$ cat src/rtl/fpe_pkg.sv
package fpe_pkg;
  typedef enum logic [2:0] {
    ST_IDLE, ST_WREN, ST_PROG, ST_STAT, ST_GAP, ST_FIN
  } fpe_state_e;

  localparam logic [7:0] OP_WREN = 8'h06;
  localparam logic [7:0] OP_PROG = 8'h02;
  localparam logic [7:0] OP_RDSR = 8'h05;

  // bytes that fit from addr to the end of its page, capped by what remains
  function automatic logic [31:0] fpe_chunk_len(input logic [31:0] addr,
                                                input logic [31:0] remain,
                                                input logic [31:0] page);
    logic [31:0] room;
    room = page - (addr % page);
    return (remain < room) ? remain : room;
  endfunction

  function automatic logic fpe_in_window(input logic [63:0] addr, input logic [63:0] len,
                                         input logic [63:0] base, input logic [63:0] lim);
    return (addr >= base) && (addr + len <= lim);
  endfunction
endpackage

$ cat src/rtl/fpe_spi_byte.sv
module fpe_spi_byte (
  input  logic       clk,
  input  logic       rst_n,
  input  logic       start,
  input  logic [7:0] tx,
  input  logic       miso,
  output logic       active,
  output logic       sck,
  output logic       mosi,
  output logic       byte_done,
  output logic [7:0] rx
);
  logic [3:0] phase;
  logic [7:0] shreg;

  always_ff @(posedge clk or negedge rst_n) begin
    if (!rst_n) begin
      active    <= 1'b0;
      phase     <= '0;
      shreg     <= '0;
      rx        <= '0;
      byte_done <= 1'b0;
    end else begin
      byte_done <= 1'b0;
      if (start && !active) begin
        active <= 1'b1;
        shreg  <= tx;
        phase  <= '0;
      end else if (active) begin
        phase <= phase + 4'd1;
        if (!phase[0]) rx <= {rx[6:0], miso};        // sck rising
        else           shreg <= {shreg[6:0], 1'b0};  // sck falling
        if (phase == 4'hF) begin
          active    <= 1'b0;
          byte_done <= 1'b1;
        end
      end
    end
  end

  assign sck  = active & phase[0];
  assign mosi = active & shreg[7];
endmodule

$ cat src/rtl/flash_pgm_engine.sv
module flash_pgm_engine #(
  parameter int          ADDR_W     = 24,
  parameter int          LEN_W      = 16,
  parameter int          PAGE_BYTES = 256,
  parameter int          GAP_CYC    = 2,
  parameter logic [31:0] WIN_BASE   = 32'h0001_0000,
  parameter logic [31:0] WIN_END    = 32'h0002_0000
) (
  input  logic              clk,
  input  logic              rst_n,
  input  logic              req_valid,
  input  logic [ADDR_W-1:0] req_addr,
  input  logic [LEN_W-1:0]  req_len,
  output logic              busy,
  input  logic [7:0]        s_data,
  input  logic              s_valid,
  output logic              s_ready,
  output logic              spi_sck,
  output logic              spi_cs_n,
  output logic              spi_mosi,
  input  logic              spi_miso,
  output logic              done,
  output logic [LEN_W-1:0]  done_bytes,
  output logic              err
);
  import fpe_pkg::*;

  localparam int PAGE_W = $clog2(PAGE_BYTES);
  localparam int CLEN_W = PAGE_W + 1;
  localparam int GAP_W  = (GAP_CYC > 1) ? $clog2(GAP_CYC) : 1;

  fpe_state_e        st, gap_nxt;
  logic [GAP_W-1:0]  gap_cnt;
  logic [ADDR_W-1:0] cur;
  logic [LEN_W-1:0]  rem, total;
  logic [2:0]        idx;
  logic [CLEN_W-1:0] dcnt;
  logic              infl;

  // named internal events (also seen by the checker)
  logic [CLEN_W-1:0] clen;
  logic              data_phase, in_frame, byte_go, accept;
  logic [7:0]        tx_byte;
  logic [23:0]       addr24;

  logic       sh_active, sh_done;
  logic [7:0] sh_rx;

  assign clen       = CLEN_W'(fpe_chunk_len(32'(cur), 32'(rem), 32'(PAGE_BYTES)));
  assign in_frame   = (st == ST_WREN) || (st == ST_PROG) || (st == ST_STAT);
  assign data_phase = (st == ST_PROG) && (idx == 3'd4);
  assign s_ready    = data_phase && !infl && !sh_active;
  assign byte_go    = in_frame && !infl && !sh_active && (!data_phase || s_valid);
  assign accept     = (st == ST_IDLE) && req_valid;
  assign addr24     = 24'(cur);
  assign busy       = (st != ST_IDLE);
  assign spi_cs_n   = !in_frame;

  always_comb begin
    tx_byte = 8'h00;
    case (st)
      ST_WREN: tx_byte = OP_WREN;
      ST_STAT: tx_byte = (idx == 3'd0) ? OP_RDSR : 8'h00;
      ST_PROG: begin
        case (idx)
          3'd0:    tx_byte = OP_PROG;
          3'd1:    tx_byte = addr24[23:16];
          3'd2:    tx_byte = addr24[15:8];
          3'd3:    tx_byte = addr24[7:0];
          default: tx_byte = s_data;
        endcase
      end
      default: tx_byte = 8'h00;
    endcase
  end

  fpe_spi_byte u_shift (
    .clk(clk), .rst_n(rst_n), .start(byte_go), .tx(tx_byte), .miso(spi_miso),
    .active(sh_active), .sck(spi_sck), .mosi(spi_mosi), .byte_done(sh_done), .rx(sh_rx)
  );

  always_ff @(posedge clk or negedge rst_n) begin
    if (!rst_n) begin
      st         <= ST_IDLE;
      gap_nxt    <= ST_IDLE;
      gap_cnt    <= '0;
      cur        <= '0;
      rem        <= '0;
      total      <= '0;
      idx        <= '0;
      dcnt       <= '0;
      infl       <= 1'b0;
      done       <= 1'b0;
      done_bytes <= '0;
      err        <= 1'b0;
    end else begin
      done <= 1'b0;
      err  <= 1'b0;
      if (byte_go) infl <= 1'b1;
      else if (sh_done) infl <= 1'b0;
      case (st)
        ST_IDLE: if (accept) begin
          if (!fpe_in_window(64'(req_addr), 64'(req_len), 64'(WIN_BASE), 64'(WIN_END))) begin
            err <= 1'b1;
          end else begin
            cur   <= req_addr;
            rem   <= req_len;
            total <= req_len;
            idx   <= '0;
            st    <= (req_len == '0) ? ST_FIN : ST_WREN;
          end
        end
        ST_WREN: if (sh_done) begin
          st      <= ST_GAP;
          gap_nxt <= ST_PROG;
          idx     <= '0;
          dcnt    <= '0;
        end
        ST_PROG: if (sh_done) begin
          if (idx != 3'd4) idx <= idx + 3'd1;
          else begin
            dcnt <= dcnt + 1'b1;
            if (dcnt + 1'b1 == clen) begin
              st      <= ST_GAP;
              gap_nxt <= ST_STAT;
              idx     <= '0;
            end
          end
        end
        ST_STAT: if (sh_done) begin
          if (idx == 3'd0) idx <= 3'd1;
          else if (!sh_rx[0]) begin
            cur     <= cur + ADDR_W'(clen);
            rem     <= rem - LEN_W'(clen);
            st      <= ST_GAP;
            gap_nxt <= (rem == LEN_W'(clen)) ? ST_FIN : ST_WREN;
            idx     <= '0;
          end
        end
        ST_GAP: begin
          if (gap_cnt == GAP_W'(GAP_CYC - 1)) begin
            gap_cnt <= '0;
            st      <= gap_nxt;
          end else gap_cnt <= gap_cnt + 1'b1;
        end
        ST_FIN: begin
          done       <= 1'b1;
          done_bytes <= total;
          st         <= ST_IDLE;
        end
        default: st <= ST_IDLE;
      endcase
    end
  end
endmodule

$ cat config.mk
export PLATFORM = sky130hd
export DESIGN_NAME = flash_pgm_engine
export DESIGN_NICKNAME = d
export VERILOG_FILES = /design/src/rtl/fpe_pkg.sv /design/src/rtl/fpe_spi_byte.sv /design/src/rtl/flash_pgm_engine.sv
export SDC_FILE = /design/constraint.sdc
export NUM_CORES = 1
export LEC_CHECK = 0
export ABC_AREA = 1
export BUFFER_PORTS_ARGS = -buffer_cell sky130_fd_sc_hd__buf_2
export CAP_MARGIN = 10
export CORE_MARGIN = 2
export CORE_UTILIZATION = 40
export CTS_CLUSTER_DIAMETER = 150
export DETAILED_ROUTE_END_ITERATION = 16
export PLACE_DENSITY = 0.53
export SLEW_MARGIN = 20
export SYNTH_ARGS = -nofsm -noshare
export SYNTH_HDL_FRONTEND = slang
export SYNTH_SLANG_ARGS = --single-unit
$ cat constraint.sdc
create_clock -name clk -period 5.1 [get_ports clk]
set_input_delay 0.51 -clock clk [delete_from_list [all_inputs] [get_ports clk]]
set_output_delay 0.51 -clock clk [all_outputs]
set_load 0.01 [all_outputs]
-- After elaboration in Yosys (flattened, before gate mapping)
Index checks and enable logic that the tools add are counted.
- $add $sub $neg: 8
- multiply operators: 0
- divide/modulo/power cells: 0
- magnitude comparators: 3
- equality and inequality tests: 25
- shifts and indexed selects: 0
- mux-type cells: 69
- bitwise logic cells: 4
- reductions and logical operators: 35
- operators with widths (kind ; number):
    $mux W24 ; 5
    $mux W3 ; 29
    $mux W16 ; 5
    $pmux W24 S2 ; 1
    $mux W9 ; 4
    $lt A16 B32 Y1 ; 1
    $pmux W16 S2 ; 1
    $pmux W8 S4 ; 1
    $add A24 B16 Y25 ; 1
    $le A25 B18 Y1 const B ; 1
    $add A24 B9 Y24 ; 1
    $ge A24 B17 Y1 const B ; 1
    $mux W8 ; 3
    $pmux W8 S3 ; 1
    $pmux W9 S2 ; 1
    $eq A16 B9 Y1 ; 1
    $logic_not A16 Y1 ; 1
    $reduce_and A8 Y1 ; 2
    $sub A16 B9 Y16 ; 1
    $pmux W3 S5 ; 1
    $mux W1 ; 13
    $eq A3 B2 Y1 const B ; 4
    $pmux W3 S4 ; 1
    $ne A2 B1 Y1 const B ; 5
    28 further kinds ; 59
- register bits after elaboration: 109
- bits in latches: 0
- memory bits (writable): 0
- ROM bits: 0
- bits of input ports: 53
- output and inout port bits: 23
- logic and storage cells: 161
- memories kept: 0

-- Depth between registers and ports, before layout
- depth after elaboration: 9
- depth in mapped cells: 33
- depth with buffers taken out: 32

-- Hierarchy
From an unflattened synthesis, not the netlist that was laid out.
- cell total of the unflattened synthesis: 1422
- area total of the unflattened synthesis: 9183.8 µm²
- modules (own cells, without submodules) (module ; times used ; cells an instance ; area an instance (µm²) ; sequential area each (µm²)):
    flash_pgm_engine ; 1 ; 1292 ; 8151.6 ; 2352.3
    fpe_spi_byte ; 1 ; 130 ; 1032.2 ; 550.5

-- Worst setup path before layout
OpenSTA, ideal clock, no wires.
- path kind: reg-to-reg
- start point: register cur[1] (netlist: addr24[1])
- end point: register cur[18] (netlist: addr24[18])
- setup time: 0.117 ns
- data arrival time: 4.186 ns
- required time: 4.983 ns
- slack: 0.798 ns
- cell stages (with the launch flop): 27
- buffers on the path: 1
- clock period less this slack: 4.302 ns
- cells stage by stage: dfrtp_1 -> inv_1 -> ha_1 -> nand2_1 -> nor2_1 -> nand4_1 -> nor2_1 -> inv_1 -> ha_1 -> nor4_4 -> buf_2 -> nand3_1 -> nand2_1 -> inv_1 -> fa_1 -> inv_1 -> a21oi_1 -> o21ai_0 -> nand4_1 -> nand3_1 -> nand2_1 -> a21oi_1 -> nand2_1 -> o21ai_0 -> nand3_1 -> nand2_1 -> nand2_1
- word-level cells in the longest chain between the ends: 8
- RTL lines (what ; RTL line ; source):
    start, declared ; flash_pgm_engine.sv:34 ; logic [ADDR_W-1:0] cur;
    start signal, assigned ; flash_pgm_engine.sv:106 ; cur <= req_addr;
    start signal, assigned ; flash_pgm_engine.sv:133 ; cur <= cur + ADDR_W'(clen);
    $sub A9 B8 Y10 ; fpe_pkg.sv:15 ; room = page - (addr % page);
    $lt A16 B32 Y1 ; fpe_pkg.sv:16 ; return (remain < room) ? remain : room;
    $mux W9 ; fpe_pkg.sv:16 ;
    $add A24 B9 Y24 * ; flash_pgm_engine.sv:133 ;
    $mux W24 * ; flash_pgm_engine.sv:132 ; else if (!sh_rx[0]) begin
    $mux W24 * ; flash_pgm_engine.sv:131 ; if (idx == 3'd0) idx <= 3'd1;
    $mux W24 * ; flash_pgm_engine.sv:130 ; ST_STAT: if (sh_done) begin
    $pmux W24 S2 * ; flash_pgm_engine.sv:101 ; case (st)
Every way passes the cells marked *; elsewhere a longest branch is shown, timed or not. The select of a mux whose other input is x is not followed.
A chain may end at the register's enable or synchronous reset.

-- Worst setup path after layout
- start point: register cur[1] (netlist: addr24[1])
- end point: register rem[12]
- word-level cells in the longest chain between the ends: 8
- RTL lines (what ; RTL line ; source):
    $sub A9 B8 Y10 * ; fpe_pkg.sv:15 ;
    $lt A16 B32 Y1 ; fpe_pkg.sv:16 ;
    $mux W9 * ; fpe_pkg.sv:16 ;
    $sub A16 B9 Y16 * ; flash_pgm_engine.sv:134 ; rem <= rem - LEN_W'(clen);
    $mux W16 * ; flash_pgm_engine.sv:132 ;
    $mux W16 * ; flash_pgm_engine.sv:131 ;
    $mux W16 * ; flash_pgm_engine.sv:130 ;
    $pmux W16 S2 * ; flash_pgm_engine.sv:101 ;
    end signal, assigned ; flash_pgm_engine.sv:107 ; rem <= req_len;
    end signal, assigned ; flash_pgm_engine.sv:134 ;
    end, declared ; flash_pgm_engine.sv:35 ; logic [LEN_W-1:0] rem, total;
Marked as above.

==> metrics.md <==
| Metric | Value |
|---|---|
| VDD IR max | `0.0002186 V` |
| FILL cells | `2,366` |
| I/O Buffers | `75` |
| Arrival time at the worst endpoint | `4.89 ns` |
| Synthesized area | `0.008737 mm^2` |
| Post-route insts no fill | `1,699` |
| CP Max Fanout | `5` |
| Antenna cells | `0` |
| Area grow syn2layout | `11.34%` |
| CTS buffer count | `9` |
| Placed cells | `1,684` |
| Hold Worst Slack | `0.2968 ns` |
| Setup ws final | `0.5142 ns` |
| Vias in the first global route | `8,233` |
| Placed Area | `0.009408 mm^2` |
| CTS Sinks | `109` |
| Yosys warns | `0` |
| Syn_nets | `1,454` |
| Reg2reg start | `addr24[1]$_DFFE_PN0P_` |
| Initial antenna violation count | `0` |
| Global route overflow | `0` |
| Final nets | `1,521` |
| Setup Viol. Count Final | `0` |
| Die Ht | `151.8 um` |
| Core footprint | `0.02162 mm^2` |
| Worst Tran Pin Value | `0.9697 ns` |
| Starting Density | `0.4041` |
| Startpoint types | `flip-flop` |
| Minimum clock period | `4.586 ns` |
| Critical path endpoint category | `flip-flop` |
| # resized after CTS | `0` |
| Final Total Pwr | `5.704 mW` |
| Clk_skew | `0.01167 ns` |
| Outcome | `finished, final reports clean` |
| Worst Path Required | `5.40 ns` |
| Drt drc | `0` |
| Hold crit path type | `in2async` |
| Synth cell types | `46` |
| CP Class | `reg2reg` |
| Reg2Reg Setup Slack | `0.51 ns` |
| Fin Setup TNS | `0 ns` |
| Die footprint | `0.02304 mm^2` |
| Die Wd | `151.8 um` |
| Main flop type after synthesis | `dfrtp_1` |
| Post-CTS setup buffer count | `0` |
| Fin. Hold Viols | `0` |
| Seq cells post-synth | `109` |
| Via-to-Cell Ratio | `5.112` |
| Share of flip-flops with an asynchronous set or reset | `1.000` |
| Detail Placement HPWL | `20,960 um` |
| Clock root cell | `clkbuf_16` |
| H-tree Lvls | `3` |
| Clock transition at path regs | `0.08 ns` |
| Slew Viols, Final | `0` |
| Max stage delay on crit path | `0.42 ns` |
| Hold-fix buffers, CTS | `0` |
| Max Freq | `218.1 MHz` |
| Clk_lat worst skew | `0.36 ns` |
| CTS tree | `yes` |
| Leakage Power | `5.214 nW` |
| Pin count of the biggest net entering global routing | `70` |
| Total GRT Usage | `0.2395` |
| Num rows | `54` |
| DP Worst Slack | `0.3272 ns` |
| P per Cell Area | `586.3 mW/mm^2` |
| Critical path's slowest cell | `nor4_4` |
| RR Endpoint | `rem[12]$_DFFE_PN0P_` |
| Ports | `76` |
| Mapped Cells | `1,348` |
| Routed Antenna Nets | `0` |
| RSZ-0062 raised after global routing | `no` |
| GPL Wtd Cong | `0.9167` |
| Via count | `8,685` |
| Seq/Total Area, Yosys | `0.3122` |
| Final worst path period share | `0.8992` |
| DRT Pass-1 Iters | `5` |
| Post-synth EDFFs | `0` |
| Layout cells sized above 1 | `0.1022` |
| Cell taking the most area after synthesis | `dfrtp_1` |
| Drt wl/cell | `15.76 um` |
| Most used cell along the critical path | `nand2_1` |
| Buffers from clock root to sink, at most | `2` |
| Relative slew slack | `0.3514` |
| End-of-flow core utilization | `0.4499` |
| DRT Wirelength | `26,770 um` |
| Drt initial violations | `549` |
| Synth top area cells | `dfrtp_1 (31%), nand2_1 (19%), inv_1 (8.9%), ha_1 (7.2%), o21ai_0 (6.6%)` |
| Synth top area share | `0.3122` |
| Worst Reg2Reg Path Length in Cells | `27` |
| Avg Cell Area, Syn | `6.482 um^2` |
| First-pass GRT wire length | `42,550 um` |
| Post-route cell area | `0.009728 mm^2` |
| Max cap viols | `0` |
[placed cells by master (no fill, tap or decap), types with 2 or more instances in the layout]
cell type  count
o211ai_1       2
xnor2_1        5
and2_1         3
nand3_1      100
xor2_1        18
a21oi_1       49
clkinv_1       2
o221ai_1       2
o31ai_1        3
buf_2         74
o2111ai_1      2
inv_2         13
buf_4          8
nor4_1         7
nand4_1       18
nor2_2         7
o21ai_2        3
o22ai_1       17
nand2_2        7
dfrtp_1      109
o21ai_1       14
nand2_1      434
clkbuf_16      9
or2_2          6
o21ai_0      112
ha_1          50
nor3_1        11
fa_1           3
nor2_1        83
a31oi_1        9
nand3b_1       5
a21o_1         2
inv_1        208
a21oi_2        3
[critical path: cells and delay by family, from the launching register on]
kind | cells | cell delay [ns]
compound gates | 5 | 0.79
fa+ha+maj | 4 | 1.07
buf+inv | 3 | 0.34
flops | 1 | 0.39
simple gates | 15 | 1.91
[layer usage]
layer / track usage / wire (um)
met1: 0.3266 / 12780
met2: 0.4016 / 12330
met3: 0.02335 / 1080
met4: 0.07269 / 578
met5: 0 / 0
[state kept, by name, indices dropped and copies added, names as in the netlist, 3 cells and up]
register,flops
idx,3
total,16
st,3
rem,16
u_shift.phase,4
u_shift.shreg,8
done_bytes,16
addr24,24
gap_nxt,3
dcnt,9
[logic make-up (layout without fill, tap and decap cells)]
family                   Yosys count  after routing  synth area share
AND/OR/NAND/NOR                  686            686            0.3311
buffers and inverters            250            321            0.1117
AO/OA/AOI/OAI                    225            225            0.1411
flip-flops                       109            109            0.3122
adder cells (fa/ha/maj)           53             53           0.07848
XOR/XNOR                          23             23           0.02306
multiplexers                       2              2          0.002434
[worst max-delay path by stage]
| stage | start | end | slack, ns | depth (start not counted) |
|---|---|---|---|---|
| 4_1_cts | addr24[1]$_DFFE_PN0P_ | addr24[17]$_DFFE_PN0P_ | 0.30 | 24 |
| 6_report | addr24[1]$_DFFE_PN0P_ | rem[12]$_DFFE_PN0P_ | 0.51 | 27 |
| 5_1_grt | addr24[1]$_DFFE_PN0P_ | addr24[16]$_DFFE_PN0P_ | 0.001 | 32 |
| 3_3_place_gp | addr24[1]$_DFFE_PN0P_ | rem[13]$_DFFE_PN0P_ | 0.43 | 27 |
| 2_1_floorplan | addr24[1]$_DFFE_PN0P_ | addr24[18]$_DFFE_PN0P_ | 0.80 | 26 |
| 3_5_place_dp | addr24[1]$_DFFE_PN0P_ | addr24[17]$_DFFE_PN0P_ | 0.33 | 24 |
[Yosys cell counts (9+ instances only)]
| library cell | count |
|---|---|
| xor2_1 | 18 |
| a31oi_1 | 10 |
| dfrtp_1 | 109 |
| nand3_1 | 100 |
| inv_2 | 13 |
| nand4_1 | 18 |
| ha_1 | 50 |
| nand2_1 | 434 |
| nor2_1 | 85 |
| nor3_1 | 11 |
| clkbuf_1 | 15 |
| inv_1 | 208 |
| o22ai_1 | 17 |
| buf_2 | 9 |
| o21ai_1 | 13 |
| a21oi_1 | 49 |
| o21ai_0 | 116 |
[power by group]
group          switching (mW)  internal [mW]  leakage (nW)
Combinational            2.26           1.21          3.77
Clock                   0.350          0.398         0.144
Sequential              0.282           1.21          1.30
Total                    2.89           2.81          5.21
[layout make-up]
cell class              instances  area [um^2]  share of cell area
clock buffers                  11        242.7             0.02495
clock inverters                 4        57.56            0.005916
inverters                     223        837.1             0.08605
multi-input cells             989         5062              0.5204
flip-flops and latches        109         2728              0.2804
well taps                     280        350.3             0.03601
repair buffers                 83        450.4             0.04630
Power figures use the tool's default switching activity.
